[config.mk]
export PLATFORM = sky130hd
export DESIGN_NAME = clk_halt_ctrl
export DESIGN_NICKNAME = d
export VERILOG_FILES = /design/src/rtl/chg_pkg.sv /design/src/rtl/chg_regs.sv /design/src/rtl/chg_chan.sv /design/src/rtl/clk_halt_ctrl.sv
export SDC_FILE = /design/constraint.sdc
export NUM_CORES = 1
export LEC_CHECK = 0
export ABC_CLOCK_PERIOD_IN_PS = 1300
export BUFFER_PORTS_ARGS = -buffer_cell sky130_fd_sc_hd__buf_4
export CELL_PAD_IN_SITES_DETAIL_PLACEMENT = 0
export CELL_PAD_IN_SITES_GLOBAL_PLACEMENT = 1
export CORE_UTILIZATION = 32
export CTS_CLUSTER_DIAMETER = 120
export DETAILED_ROUTE_END_ITERATION = 8
export PLACE_DENSITY = 0.74
export SETUP_SLACK_MARGIN = 0.5
export SYNTH_ARGS = -nofsm -noshare
export SYNTH_HDL_FRONTEND = slang
export SYNTH_SLANG_ARGS = --single-unit
[constraint.sdc]
create_clock -name clk -period 1.3 [get_ports clk]
set_input_delay 0.26 -clock clk [delete_from_list [all_inputs] [get_ports clk]]
set_output_delay 0.26 -clock clk [all_outputs]
set_load 0.05 [all_outputs]
[src/rtl/chg_pkg.sv]
package chg_pkg;
  typedef enum logic [1:0] {
    CH_RUN   = 2'd0,
    CH_REQ   = 2'd1,
    CH_GATED = 2'd2,
    CH_WAKE  = 2'd3
  } ch_state_e;
endpackage

[src/rtl/chg_regs.sv]
module chg_regs #(
  parameter int NCH    = 5,
  parameter int ADDR_W = 4,
  parameter int DATA_W = 32
) (
  input  logic              clk,
  input  logic              rst,
  input  logic              bus_valid,
  input  logic              bus_write,
  input  logic [ADDR_W-1:0] bus_addr,
  input  logic [DATA_W-1:0] bus_wdata,
  input  logic [NCH-1:0]    stop_ack,
  output logic [NCH-1:0]    halt_q,
  output logic [NCH-1:0]    ack_q,
  output logic [DATA_W-1:0] bus_rdata
);
  localparam logic [ADDR_W-1:0] OFF_HALT = ADDR_W'(0);
  localparam logic [ADDR_W-1:0] OFF_ACK  = ADDR_W'(4);

  logic wr_halt, rd_any;
  assign wr_halt = bus_valid && bus_write && (bus_addr == OFF_HALT);
  assign rd_any  = bus_valid && !bus_write;

  always_ff @(posedge clk) begin
    if (rst) begin
      halt_q    <= '0;
      ack_q     <= '0;
      bus_rdata <= '0;
    end else begin
      ack_q <= stop_ack;
      if (wr_halt) halt_q <= bus_wdata[NCH-1:0];
      if (rd_any) begin
        if (bus_addr == OFF_HALT)     bus_rdata <= DATA_W'(halt_q);
        else if (bus_addr == OFF_ACK) bus_rdata <= DATA_W'(ack_q);
        else                          bus_rdata <= '0;
      end
    end
  end

  // status mirrors the acknowledge lines one cycle late
  p_ack_mirror_r5: assert property (@(posedge clk) disable iff (rst)
    !$past(rst) |-> (ack_q == $past(stop_ack)));
endmodule

[src/rtl/chg_chan.sv]
module chg_chan
  import chg_pkg::*;
#(
  parameter int SETTLE = 4,
  parameter bit IS_CPU = 1'b0
) (
  input  logic clk,
  input  logic rst,
  input  logic halt_i,
  input  logic wait_i,
  input  logic ack_i,
  output logic req_o,
  output logic en_o
);
  localparam int CNT_W = (SETTLE < 2) ? 1 : $clog2(SETTLE + 1);
  localparam logic [CNT_W-1:0] LAST = CNT_W'(SETTLE - 1);

  ch_state_e        st;
  logic [CNT_W-1:0] cnt;
  logic             start;

  generate
    if (IS_CPU) begin : g_cpu
      assign start = halt_i && wait_i;
    end else begin : g_per
      assign start = halt_i;
    end
  endgenerate

  always_ff @(posedge clk) begin
    if (rst) begin
      st  <= CH_RUN;
      cnt <= '0;
    end else begin
      case (st)
        CH_RUN:   if (start) st <= CH_REQ;
        CH_REQ: begin
          if (!halt_i)    st <= CH_RUN;
          else if (ack_i) st <= CH_GATED;
        end
        CH_GATED: if (!halt_i) begin
          st  <= CH_WAKE;
          cnt <= '0;
        end
        CH_WAKE: begin
          if (cnt == LAST) st <= CH_RUN;
          else             cnt <= cnt + 1'b1;
        end
        default: st <= CH_RUN;
      endcase
    end
  end

  assign req_o = (st != CH_RUN);
  assign en_o  = (st != CH_GATED);

  // checker state: cycles with clock on and request held since last gating
  logic             gated_seen;
  logic [CNT_W-1:0] on_cnt;
  always_ff @(posedge clk) begin
    if (rst) begin
      gated_seen <= 1'b0;
      on_cnt     <= '0;
    end else if (!en_o) begin
      gated_seen <= 1'b1;
      on_cnt     <= '0;
    end else if (!req_o) begin
      gated_seen <= 1'b0;
      on_cnt     <= '0;
    end else if (on_cnt < CNT_W'(SETTLE)) begin
      on_cnt <= on_cnt + 1'b1;
    end
  end

  p_gate_after_ack_r4: assert property (@(posedge clk) disable iff (rst)
    $fell(en_o) |-> $past(ack_i));
  p_gated_has_req_r9: assert property (@(posedge clk) disable iff (rst)
    !en_o |-> req_o);
  p_clock_first_r6: assert property (@(posedge clk) disable iff (rst)
    $fell(req_o) |-> $past(en_o));
  p_settle_len_r6: assert property (@(posedge clk) disable iff (rst)
    ($fell(req_o) && gated_seen) |-> (on_cnt >= CNT_W'(SETTLE)));
endmodule

[src/rtl/clk_halt_ctrl.sv]
module clk_halt_ctrl #(
  parameter int N_PERIPH = 4,
  parameter int SETTLE   = 4,
  parameter int ADDR_W   = 4,
  parameter int DATA_W   = 32
) (
  input  logic                clk,
  input  logic                rst,
  input  logic                bus_valid,
  input  logic                bus_write,
  input  logic [ADDR_W-1:0]   bus_addr,
  input  logic [DATA_W-1:0]   bus_wdata,
  output logic [DATA_W-1:0]   bus_rdata,
  input  logic                cpu_wait,
  input  logic [N_PERIPH:0]   stop_ack,
  output logic [N_PERIPH:0]   stop_req,
  output logic [N_PERIPH:0]   clk_en
);
  localparam int NCH     = N_PERIPH + 1;
  localparam int CPU_IDX = N_PERIPH;

  logic [NCH-1:0] halt_q;
  logic [NCH-1:0] ack_q;

  chg_regs #(.NCH(NCH), .ADDR_W(ADDR_W), .DATA_W(DATA_W)) u_regs (
    .clk(clk), .rst(rst),
    .bus_valid(bus_valid), .bus_write(bus_write),
    .bus_addr(bus_addr), .bus_wdata(bus_wdata),
    .stop_ack(stop_ack), .halt_q(halt_q), .ack_q(ack_q),
    .bus_rdata(bus_rdata)
  );

  generate
    for (genvar g = 0; g < NCH; g++) begin : g_ch
      chg_chan #(.SETTLE(SETTLE), .IS_CPU(g == CPU_IDX)) u_ch (
        .clk(clk), .rst(rst),
        .halt_i(halt_q[g]), .wait_i(cpu_wait), .ack_i(stop_ack[g]),
        .req_o(stop_req[g]), .en_o(clk_en[g])
      );
    end
  endgenerate

  p_reset_state_r1: assert property (@(posedge clk)
    $past(rst) |-> (stop_req == '0 && clk_en == '1));
  p_cpu_wait_r8: assert property (@(posedge clk) disable iff (rst)
    $rose(stop_req[CPU_IDX]) |-> $past(cpu_wait));
endmodule

# ---- Yosys cells after proc, flatten, opt, wreduce, memory -nomap -nowiden
# Index checks and enable logic that the tools add are counted.
dict set report op_classes {
  n_eq_ne 51
  n_mul 0
  bitwise_logic 0
  n_lt_le_gt_ge 0
  addsub 5
  div 0
  n_mux 47
  reduce_logical 31
  shift 0
}
# operator n
set ops {}
lappend ops {{2-bit 2-to-1 mux} 25}
lappend ops {{2-bit one-hot mux with 4 select lines} 5}
lappend ops {{2-bit != test (second input constant)} 19}
lappend ops {{32-bit 2-to-1 mux} 1}
lappend ops {{3-bit 2-to-1 mux} 10}
lappend ops {{3-bit one-hot mux with 2 select lines} 5}
lappend ops {{2-bit == test (second input constant)} 10}
lappend ops {{4-bit AND reduction} 5}
lappend ops {{2-bit nonzero test} 10}
lappend ops {{3-bit by 1-bit adder with 3-bit output (second input constant)} 5}
lappend ops {{3-bit by 2-bit == test with 1-bit output (second input constant)} 5}
lappend ops {{3-bit != test (second input constant)} 5}
lappend ops {{3-bit AND reduction} 5}
lappend ops {{2-bit by 1-bit != test with 1-bit output (second input constant)} 6}
lappend ops {{2-bit by 1-bit == test with 1-bit output (second input constant)} 5}
lappend ops {{2-bit logical NOT} 5}
lappend ops {{5-bit 2-to-1 mux} 1}
lappend ops {{4-bit by 3-bit == test with 1-bit output (second input constant)} 1}
lappend ops {{1-bit logical AND} 4}
lappend ops {{4-bit logical NOT} 1}
lappend ops {{1-bit logical NOT} 1}
dict set report word_totals {
  latchBits 0
  romBits 0
  memories 0
  register_bits 67
  output_inout_bits 42
  mem_bits_rw 0
  input_bits 46
  elab_cells 147
}

# ---- Depth between registers and ports, before layout
# Gate-level depths: netlist (run 1).
dict set report logic_depth {
  word_depth 3
  mapped_depth 5
  mapped_depth_nobuf 5
}

# ---- Hierarchy
# From an unflattened synthesis (run 1), not the netlist that was laid out.
dict set report unflattened {
  hier_cells 251
  hier_area_um2 2334.7
}
# mod area_per_inst_um2 seq_area_each_um2 cells_each n_inst
set by_module_without_submodules {}
lappend by_module_without_submodules {{chg_chan (g_ch[0].u_ch ...)} 306.5 100.1 33 4}
lappend by_module_without_submodules {chg_regs 822.0 300.3 86 1}
lappend by_module_without_submodules {{chg_chan (g_ch[4].u_ch)} 286.5 100.1 33 1}

# ---- Worst setup path after synthesis (run 1)
# OpenSTA, ideal clock, no wires.
dict set report synth_path {
  path_kind {register to register}
  from {register g_ch[4].u_ch.cnt[0]}
  to {register g_ch[4].u_ch.st[0]}
  required_ns 1.229
  arrival_time_ns 1.303
  path_slack_ns -0.074
  path_stages_with_launch 6
  setup_time_ns 0.071
  path_buffers 0
  synth_period_minus_slack_ns 1.374
  path_cell_list {dfxtp_1 > ha_1 > ha_1 > a21bo_2 > or2_2 > a21oi_1}
}
dict set report synth_via {
  elab_chain_cells 3
}
# element line_no
set synth_lines {}
lappend synth_lines {{from (decl)} chg_chan.sv:19} ;# logic [CNT_W-1:0] cnt;
lappend synth_lines {{from (signal assigned)} chg_chan.sv:47} ;# else cnt <= cnt + 1'b1;
lappend synth_lines {{3-bit by 2-bit == test with 1-bit output} chg_chan.sv:46} ;# if (cnt == LAST) st <= CH_RUN;
lappend synth_lines {{2-bit by 1-bit != test with 1-bit output (no source line)} -}
lappend synth_lines {{4-bit AND reduction (no source line)} -}
lappend synth_lines {{to (signal assigned)} chg_chan.sv:42} ;# st <= CH_WAKE;
lappend synth_lines {{to (signal assigned)} chg_chan.sv:46}
lappend synth_lines {{to (signal assigned)} chg_chan.sv:49} ;# default: st <= CH_RUN;
lappend synth_lines {{to (decl)} chg_chan.sv:18} ;# ch_state_e st;
# No other way between the ends.
# A chain may end at the register's enable or synchronous reset.

==> results.sh, run 1 <==
export IMPL_synth_seq_cells=40
export IMPL_fmax_mhz=772
export IMPL_yosys_warnings=0
export IMPL_synth_area_leaders="dfxtp_1 (37%), buf_4 (13%), ha_1 (5.7%), mux2i_1 (5.0%), nand2b_1 (4.3%)"
export IMPL_p_leak_nw=1.30
export IMPL_ys_seq_area_frac=0.365
export IMPL_diodes=0
export IMPL_synth_cells=241
export IMPL_synth_distinct_cells=29
export IMPL_clkSlewWorstSetupHoldPaths_ps=80
export IMPL_hold_viol_final=0
export IMPL_cts_sinks=40
export IMPL_rsz0062_at_grt="true"
export IMPL_cp_arrival_ps=1030
export IMPL_worstHoldPathType="in2reg"
export IMPL_peakVddDrop_v=0.000363
export IMPL_fill_cells=593
export IMPL_placeableCoreArea_sq_mm=0.00649
export IMPL_r2r_cells=5
export IMPL_grt_pass1_wl_microns=8030
export IMPL_fin_ws_ps=5.41
export IMPL_fin_nets=357
export IMPL_worstSetupStartpointType="flop"
export IMPL_intPower_w=0.00170
export IMPL_p_switching_w=0.000694
export IMPL_h_tree_depth=2
export IMPL_dieArea_sq_mm=0.00719
export IMPL_violations="design-rule violations"
export IMPL_wl_per_cell_microns=12.1
export IMPL_status="complete, but fails checks"
export IMPL_viasPerCell=4.68
export IMPL_cp_required_ps=1040
export IMPL_seqCellArea_sq_um=857
export IMPL_hpwl_microns=2910
export IMPL_post_place_ws_ps=-62.4
export IMPL_grt_max_degree=34
export IMPL_grt_pass1_vias=1814
export IMPL_p_clk_frac=0.322
export IMPL_netlist_area_leader_share=0.365
export IMPL_pwr_share_seq=0.516
export IMPL_min_period_ps=1290
export IMPL_tns_ps=0
export IMPL_grt_use_total=0.138
export IMPL_holdWs_ps=214
export IMPL_die_h_microns=84.8
export IMPL_p_sw_frac=0.290
export IMPL_drv_slew=0
export IMPL_drc=4
export IMPL_min_path_cells=2
export IMPL_cts_root_buf="clkbuf_8"
export IMPL_drive_above_1_share=0.558
export IMPL_combinationalPowerShare=0.161
export IMPL_path_class="reg2out"
export IMPL_end_kind="output port"
export IMPL_multi_input_area_sq_mm=0.00150
export IMPL_totalWireLength_microns=4560
export IMPL_start_util=0.338
export IMPL_setup_viol=0
export IMPL_drtAntennaViolNets=0
export IMPL_cap_violations=0
export IMPL_insertion_delay_ps=280
export IMPL_place_gp_congestion=0.780
export IMPL_cts_max_path_buffers=2
export IMPL_synth_area_leader_cell="dfxtp_1"
export IMPL_grt_ovfl_total=0
export IMPL_antenna_found_initial=0
export IMPL_syn_area_per_cell_sq_um=9.10
export IMPL_io_pins=88
export IMPL_vias=1770
export IMPL_power_per_cell_area_mw_per_mm2=730
export IMPL_port_buffers=33
export IMPL_path_max_fanout=2
export IMPL_period_share=0.996
export IMPL_syn_to_final_growth_pct=49.3
export IMPL_netlist_area_sq_mm=0.00219
export IMPL_rows=29
export IMPL_drt_pass1_iterations=8
export IMPL_cts_buffers=5
export IMPL_cts_tree="built"
export IMPL_die_w_microns=84.8
export IMPL_clock_skew_ps=4.86
export IMPL_drt_iter0_markers=51
## synth_stat cells
| cell type | count |
|---|---|
| nand3_1 | 1 |
| or2_2 | 6 |
| a21o_2 | 1 |
| inv_1 | 8 |
| conb_1 | 1 |
| nor3_4 | 1 |
| nand4bb_1 | 4 |
| clkbuf_1 | 6 |
| o21ai_0 | 15 |
| mux2i_1 | 11 |
| nand2_1 | 8 |
| ha_1 | 10 |
| nand2b_1 | 15 |
| a21oi_1 | 18 |
| o211ai_1 | 1 |
| buf_4 | 37 |
| a211oi_1 | 6 |
| a32oi_1 | 3 |
| nand4_1 | 3 |
| nor2_1 | 11 |
| a21bo_2 | 2 |
| nand4b_1 | 9 |
| or3_4 | 1 |
| mux2_2 | 4 |
| a2bb2oi_1 | 3 |
| buf_6 | 1 |
| buf_2 | 3 |
| dfxtp_1 | 40 |
| nor2b_1 | 12 |
## power groups by stage
stage          Clock, W  Combinational [W]  Sequential (W)
6_report       0.000771           0.000385         0.00123
2_1_floorplan         0           0.000312         0.00130
3_3_place_gp          0           0.000351         0.00128
3_5_place_dp          0           0.000351         0.00128
4_1_cts        0.000803           0.000380         0.00124
5_1_grt        0.000872           0.000404         0.00124
## cell usage in the layout, fill, tap and decap left out, types with 7 or more instances in the layout
master     n
nand2b_1  10
inv_1      7
o21ai_2   13
mux2i_1   11
nor2b_1   11
buf_6     11
conb_1    27
nor2_1    11
dfxtp_2   15
ha_4      10
buf_4     48
buf_8     14
nand4b_1   9
dfxtp_1   15
dfxtp_4   10
a21oi_1   13
## final cells by class
| cell class | instances | share of cell area |
|---|---|---|
| Clock buffer | 6 | 0.0222 |
| Multi-Input combinational cell | 172 | 0.458 |
| Inverter | 8 | 0.00917 |
| Sequential cell | 40 | 0.262 |
| Tap cell | 77 | 0.0294 |
| Timing Repair Buffer | 74 | 0.218 |
| Clock inverter | 1 | 0.00153 |
## worst max-delay path, cell delays in order (launching register included)
cell	delay, ps
dfxtp_4	350
or2_4	250
buf_8	150
## through the flow
| step | instances | power (W) | area [sq um] | utilization |
|---|---|---|---|---|
| after detailed placement | 339 | 0.00163 | 2650 | 0.408 |
| final | 378 | 0.00239 | 3270 | 0.504 |
| after floorplan | 267 | 0.00162 | 2640 | - |
| after global routing | 378 | 0.00251 | 3270 | 0.504 |
| after global placement | 339 | 0.00163 | 2650 | 0.408 |
| after CTS | 371 | 0.00242 | 3160 | 0.487 |
## cell families (layout without fill, tap and decap cells)
logic type / Yosys count / count (layout) / share of synthesized area
muxes: 15 / 15 / 0.0707
AOI/OAI and AO/OA: 49 / 49 / 0.136
DFF: 40 / 40 / 0.365
and+or+nand+nor: 71 / 71 / 0.207
adders and majority gates: 10 / 10 / 0.0570
other: 1 / 27 / 0.00171
buffers and inverters: 55 / 89 / 0.163
## metal layers
layer	share of wire	track usage
met5	0	0
met4	0.0061	0.0447
met3	0.046	0.0344
met2	0.50	0.242
met1	0.45	0.164
## worst paths after layout
path / from / endpoint / slack (ps)
worst min-delay path: stop_ack[4] / u_regs.ack_q[4] / 210
worst max-delay path: flop / stop_req[0] / 5
worst min register to register: g_ch[1].u_ch.cnt[2] / g_ch[1].u_ch.cnt[2] / 460
worst max register to register: g_ch[2].u_ch.cnt[1] / g_ch[2].u_ch.cnt[2] / 5
## repair_timing
action	in CTS	in global routing
hold buffers	0	0
gates resized for setup	70	16
cloned	0	0
setup endpoints to repair	50	50
pin swaps	23	9
buffers inserted	25	7
No activity file was read; power rests on OpenSTA's default activity.
==> run 2: changes to the inputs <==
--- a/config.mk
+++ b/config.mk
@@ -13,7 +13,7 @@
 export CTS_CLUSTER_DIAMETER = 120
 export DETAILED_ROUTE_END_ITERATION = 8
 export PLACE_DENSITY = 0.74
-export SETUP_SLACK_MARGIN = 0.5
+export SETUP_SLACK_MARGIN = 0.3
 export SYNTH_ARGS = -nofsm -noshare
 export SYNTH_HDL_FRONTEND = slang
 export SYNTH_SLANG_ARGS = --single-unit
==> results.sh, run 2 (synthesis gave the netlist of run 1 again) <==
export IMPL_status="complete, but fails checks"
export IMPL_violations="design-rule violations, negative setup slack"
export IMPL_min_path_cells=2
export IMPL_cts_root_buf="clkbuf_8"
export IMPL_clkSlewWorstSetupHoldPaths_ps=70
export IMPL_drv_slew=0
export IMPL_power_per_cell_area_mw_per_mm2=740
export IMPL_grt_pass1_wl_microns=7350
export IMPL_grt_ovfl_total=0
export IMPL_final_cell_mix="buf_4 (49), conb_1 (27), dfxtp_1 (15)"
export IMPL_syn_to_final_growth_pct=44.3
export IMPL_cp_arrival_ps=1040
export IMPL_peakVddDrop_v=0.000369
export IMPL_clock_skew_ps=4.96
export IMPL_crit_chain="or2_4 -> buf_8"
export IMPL_dp_cells=336
export IMPL_period_share=1.00
export IMPL_rows=29
export IMPL_grt_max_degree=38
export IMPL_hold_viol_final=0
export IMPL_p_switching_w=0.000674
export IMPL_path_class="reg2out"
export IMPL_rsz0062_at_grt="true"
export IMPL_place_gp_congestion=0.748
export IMPL_placeableCoreArea_sq_mm=0.00649
export IMPL_worstSetupStartpointType="flop"
export IMPL_p_sw_frac=0.288
export IMPL_diodes=0
export IMPL_path_buf_inv=1
export IMPL_drt_iter0_markers=93
export IMPL_viasPerCell=4.82
export IMPL_intPower_w=0.00167
export IMPL_path_max_fanout=4
export IMPL_drtAntennaViolNets=0
export IMPL_drive_above_1_share=0.525
export IMPL_die_w_microns=84.8
export IMPL_totalWireLength_microns=4510
export IMPL_port_buffers=33
export IMPL_p_clk_frac=0.316
export IMPL_fin_cells=374
export IMPL_wl_per_cell_microns=12.1
export IMPL_cts_max_path_buffers=2
export IMPL_vias=1803
export IMPL_layout_commonest_cell="buf_4"
export IMPL_combinationalPowerShare=0.158
export IMPL_p_leak_nw=1.27
export IMPL_hpwl_microns=2860
export IMPL_grt_pass1_vias=1576
export IMPL_setup_viol=1
export IMPL_cts_sinks=40
export IMPL_drt_pass1_iterations=9
export IMPL_h_tree_depth=2
export IMPL_r2r_cells=5
export IMPL_antenna_found_initial=0
export IMPL_drc=6
export IMPL_insertion_delay_ps=290
export IMPL_crit_slowest_cell="dfxtp_4"
export IMPL_cts_buffers=5
export IMPL_cp_required_ps=1040
export IMPL_fmax_mhz=768
export IMPL_post_place_ws_ps=-65.4
export IMPL_cap_violations=0
export IMPL_cts_tree="built"
export IMPL_fin_ws_ps=-1.89
export IMPL_dieArea_sq_mm=0.00719
export IMPL_pwr_share_seq=0.526
export IMPL_crit_family="flip-flops"
export IMPL_end_kind="output port"
export IMPL_path_depth=2
export IMPL_min_period_ps=1300
export IMPL_critPathMaxStageDelay_ps=360
export IMPL_grt_use_total=0.128
export IMPL_worstHoldPathType="in2reg"
export IMPL_start_util=0.338
export IMPL_io_pins=88
export IMPL_hold_buffers=0
export IMPL_final_core_util=0.487
export IMPL_die_h_microns=84.8
export IMPL_fin_nets=355
## run 2: timing repair
| item | CTS | global route |
|---|---|---|
| gates resized for setup | 67 | 18 |
| setup buffers | 19 | 14 |
| hold endpoints to repair | 0 | 0 |
| pin swaps | 10 | 12 |
| endpoints found under the setup margin | 45 | 45 |
## run 2: power by group through the flow
stage | Combinational [W] | Clock, W | Sequential, W
finish | 0.000371 | 0.000740 | 0.00123
global route | 0.000390 | 0.000827 | 0.00123
CTS | 0.000366 | 0.000777 | 0.00123
detailed placement | 0.000350 | 0 | 0.00128
global placement | 0.000350 | 0 | 0.00128
floorplan | 0.000311 | 0 | 0.00130
## run 2: path summary, 6_finish.rpt
path | from | end | slack (ps)
worst max-delay path | g_ch[2].u_ch.st[0] | stop_req[2] | -2
worst min-delay path | stop_ack[4] | u_regs.ack_q[4] | 200
worst max register to register | g_ch[4].u_ch.cnt[0] | g_ch[4].u_ch.st[0] | 20
worst min register to register | g_ch[1].u_ch.cnt[2] | g_ch[1].u_ch.cnt[2] | 460
## run 2: worst register-to-register path, cell delays in order (launching register included)
cell and delay [ps]:
dfxtp_2 340, ha_4 160, ha_4 150, a21bo_4 230
or2_4 230, a21oi_2 100
## run 2: layout make-up
cell class              count  area (sq um)
repair buffers             72           669
clock buffers               5          68.8
flip-flops and latches     40           860
well taps                  77          96.3
fillers                   604          3330
multi-input cells         172          1440
inverters                   8          30.0
## run 2: stage by stage
| step | instance area, sq um | TNS, ps | power [W] | hold WS [ps] |
|---|---|---|---|---|
| global placement | 2560 | -293 | 0.00163 | 466 |
| floorplan | 2550 | 0 | 0.00162 | 388 |
| CTS | 2990 | -5.53 | 0.00238 | 196 |
| global route | 3160 | -183 | 0.00245 | 195 |
| finish | 3160 | -1.89 | 0.00234 | 202 |
| detailed placement | 2560 | -309 | 0.00163 | 476 |
## run 2: metal layers
metal / track usage / up-vias / part of all wire
met4: 0.0462 / 0 / 0.019
li1: - / 888 / -
met2: 0.193 / 58 / 0.48
met5: 0 / - / 0
met3: 0.0403 / 12 / 0.054
met1: 0.171 / 845 / 0.45
==> run 3: changes to the inputs <==
--- a/config.mk
+++ b/config.mk
@@ -7,6 +7,7 @@
 export LEC_CHECK = 0
 export ABC_CLOCK_PERIOD_IN_PS = 1300
 export BUFFER_PORTS_ARGS = -buffer_cell sky130_fd_sc_hd__buf_4
+export CAP_MARGIN = 20
 export CELL_PAD_IN_SITES_DETAIL_PLACEMENT = 0
 export CELL_PAD_IN_SITES_GLOBAL_PLACEMENT = 1
 export CORE_UTILIZATION = 32
@@ -14,6 +15,7 @@
 export DETAILED_ROUTE_END_ITERATION = 8
 export PLACE_DENSITY = 0.74
 export SETUP_SLACK_MARGIN = 0.3
+export SKIP_LAST_GASP = 1
 export SYNTH_ARGS = -nofsm -noshare
 export SYNTH_HDL_FRONTEND = slang
 export SYNTH_SLANG_ARGS = --single-unit
==> results.sh, run 3 (synthesis gave the netlist of run 1 again) <==
export IMPL_status="complete, but fails checks"
export IMPL_violations="design-rule violations, negative setup slack"
export IMPL_setup_viol=1
export IMPL_viasPerCell=4.79
export IMPL_totalWireLength_microns=4510
export IMPL_crit_chain="or2_4 -> buf_8"
export IMPL_period_share=1.00
export IMPL_crit_path_end="stop_req[2]"
export IMPL_grt_use_total=0.126
export IMPL_crit_slowest_cell="dfxtp_4"
export IMPL_critPathMaxStageDelay_ps=360
export IMPL_start_util=0.338
export IMPL_final_cell_mix="buf_4 (49), conb_1 (27), a21oi_1 (15), dfxtp_1 (15)"
export IMPL_critPathLaunch="g_ch[2].u_ch.st[0]"
export IMPL_vias=1790
export IMPL_regToRegSetupSlack_ps=20
export IMPL_final_area_sq_mm=0.00316
export IMPL_min_period_ps=1300
export IMPL_hold_viol_final=0
export IMPL_insertion_delay_ps=290
export IMPL_cts_max_path_buffers=2
export IMPL_rr_endpoint="g_ch[4].u_ch.st[0]"
export IMPL_grt_max_degree=38
export IMPL_cts_tree="built"
export IMPL_cp_arrival_ps=1040
export IMPL_h_tree_depth=2
export IMPL_cap_violations=0
export IMPL_worstHoldPathType="in2reg"
export IMPL_cts_sinks=40
export IMPL_fin_ws_ps=-2.18
export IMPL_drv_slew=0
export IMPL_peakVddDrop_v=0.000368
export IMPL_fmax_mhz=768
export IMPL_grt_pass1_vias=1558
export IMPL_multi_input_area_sq_mm=0.00144
export IMPL_end_kind="output port"
export IMPL_hpwl_microns=2860
export IMPL_hold_buffers=0
export IMPL_drc=6
export IMPL_grt_pass1_wl_microns=7250
export IMPL_p_leak_nw=1.27
export IMPL_fin_nets=355
export IMPL_fin_cells=374
export IMPL_antenna_found_initial=0
export IMPL_r2r_start="g_ch[4].u_ch.cnt[0]"
export IMPL_drtAntennaViolNets=0
export IMPL_holdWs_ps=203
export IMPL_cts_root_buf="clkbuf_8"
export IMPL_grt_ovfl_total=0
export IMPL_path_class="reg2out"
export IMPL_cp_required_ps=1040
export IMPL_port_buffers=33
export IMPL_path_max_fanout=4
export IMPL_layout_commonest_cell="buf_4"
export IMPL_clock_skew_ps=4.82
export IMPL_placeableCoreArea_sq_mm=0.00649
export IMPL_dp_cells=336
export IMPL_seqCellArea_sq_um=860
export IMPL_drt_pass1_iterations=8
export IMPL_tns_ps=-2.18
export IMPL_r2r_cells=5
export IMPL_power_per_cell_area_mw_per_mm2=741
export IMPL_drive_above_1_share=0.522
export IMPL_place_gp_congestion=0.748
export IMPL_io_pins=88
export IMPL_rows=29
export IMPL_min_path_cells=2
export IMPL_wl_per_cell_microns=12.1
export IMPL_p_total_w=0.00234
export IMPL_placed_area_sq_mm=0.00256
export IMPL_cts_buffers=5
export IMPL_die_w_microns=84.8
export IMPL_drt_iter0_markers=88
export IMPL_die_h_microns=84.8
export IMPL_diodes=0
export IMPL_rsz0062_at_grt="true"
export IMPL_dieArea_sq_mm=0.00719
export IMPL_clkSlewWorstSetupHoldPaths_ps=70
export IMPL_syn_to_final_growth_pct=44.1
export IMPL_worstSetupStartpointType="flop"
export IMPL_fill_cells=607
[run 3: cell type report]
cell class,instances,share of cell area
Clock buffer,5,0.0218
Timing Repair Buffer,72,0.211
Sequential cell,40,0.272
Multi-Input combinational cell,172,0.456
Tap cell,77,0.0305
Inverter,8,0.00950
[run 3: stage by stage]
stage	worst slack, ps	util
finish	-2.18	0.487
CTS	-4.07	0.457
global placement	-60.9	0.394
floorplan	88.3	-
detailed placement	-65.4	0.394
global route	-32.1	0.487
[run 3: how the worst min path moves through the flow]
| stage | start | to | slack, ps |
|---|---|---|---|
| finish | stop_ack[4] | u_regs.ack_q[4] | 200 |
| global route | stop_ack[4] | u_regs.ack_q[4] | 190 |
| CTS | stop_ack[4] | u_regs.ack_q[4] | 200 |
| detailed placement | g_ch[4].u_ch.cnt[2] | g_ch[4].u_ch.cnt[2] | 480 |
| global placement | g_ch[4].u_ch.cnt[2] | g_ch[4].u_ch.cnt[2] | 470 |
| floorplan | stop_ack[0] | u_regs.ack_q[0] | 390 |
[run 3: power breakdown]
part / internal (W) / switching [W] / total [W]
Clock: 0.000346 / 0.000393 / 0.000739
Combinational: 0.000101 / 0.000269 / 0.000371
Sequential: 0.00122 / 0.0000107 / 0.00123
Total: 0.00167 / 0.000673 / 0.00234
[run 3: worst max-delay path: cells and delay by family (launching register included)]
kind / cells / cell delay (ps)
and+or+nand+nor: 1 / 250
DFF: 1 / 360
buffers and inverters: 1 / 150
[run 3: metal layers]
layer	share of wire	global-route usage
met1	0.45	0.169
met2	0.48	0.190
met3	0.057	0.0403
met4	0.019	0.0462
met5	0	0
[run 3: repair_timing]
item,4_1_cts,5_1_grt
pin swaps,10,12
cloned,0,0
buffers inserted,19,14
setup endpoints to repair,45,45
resized for setup,63,20
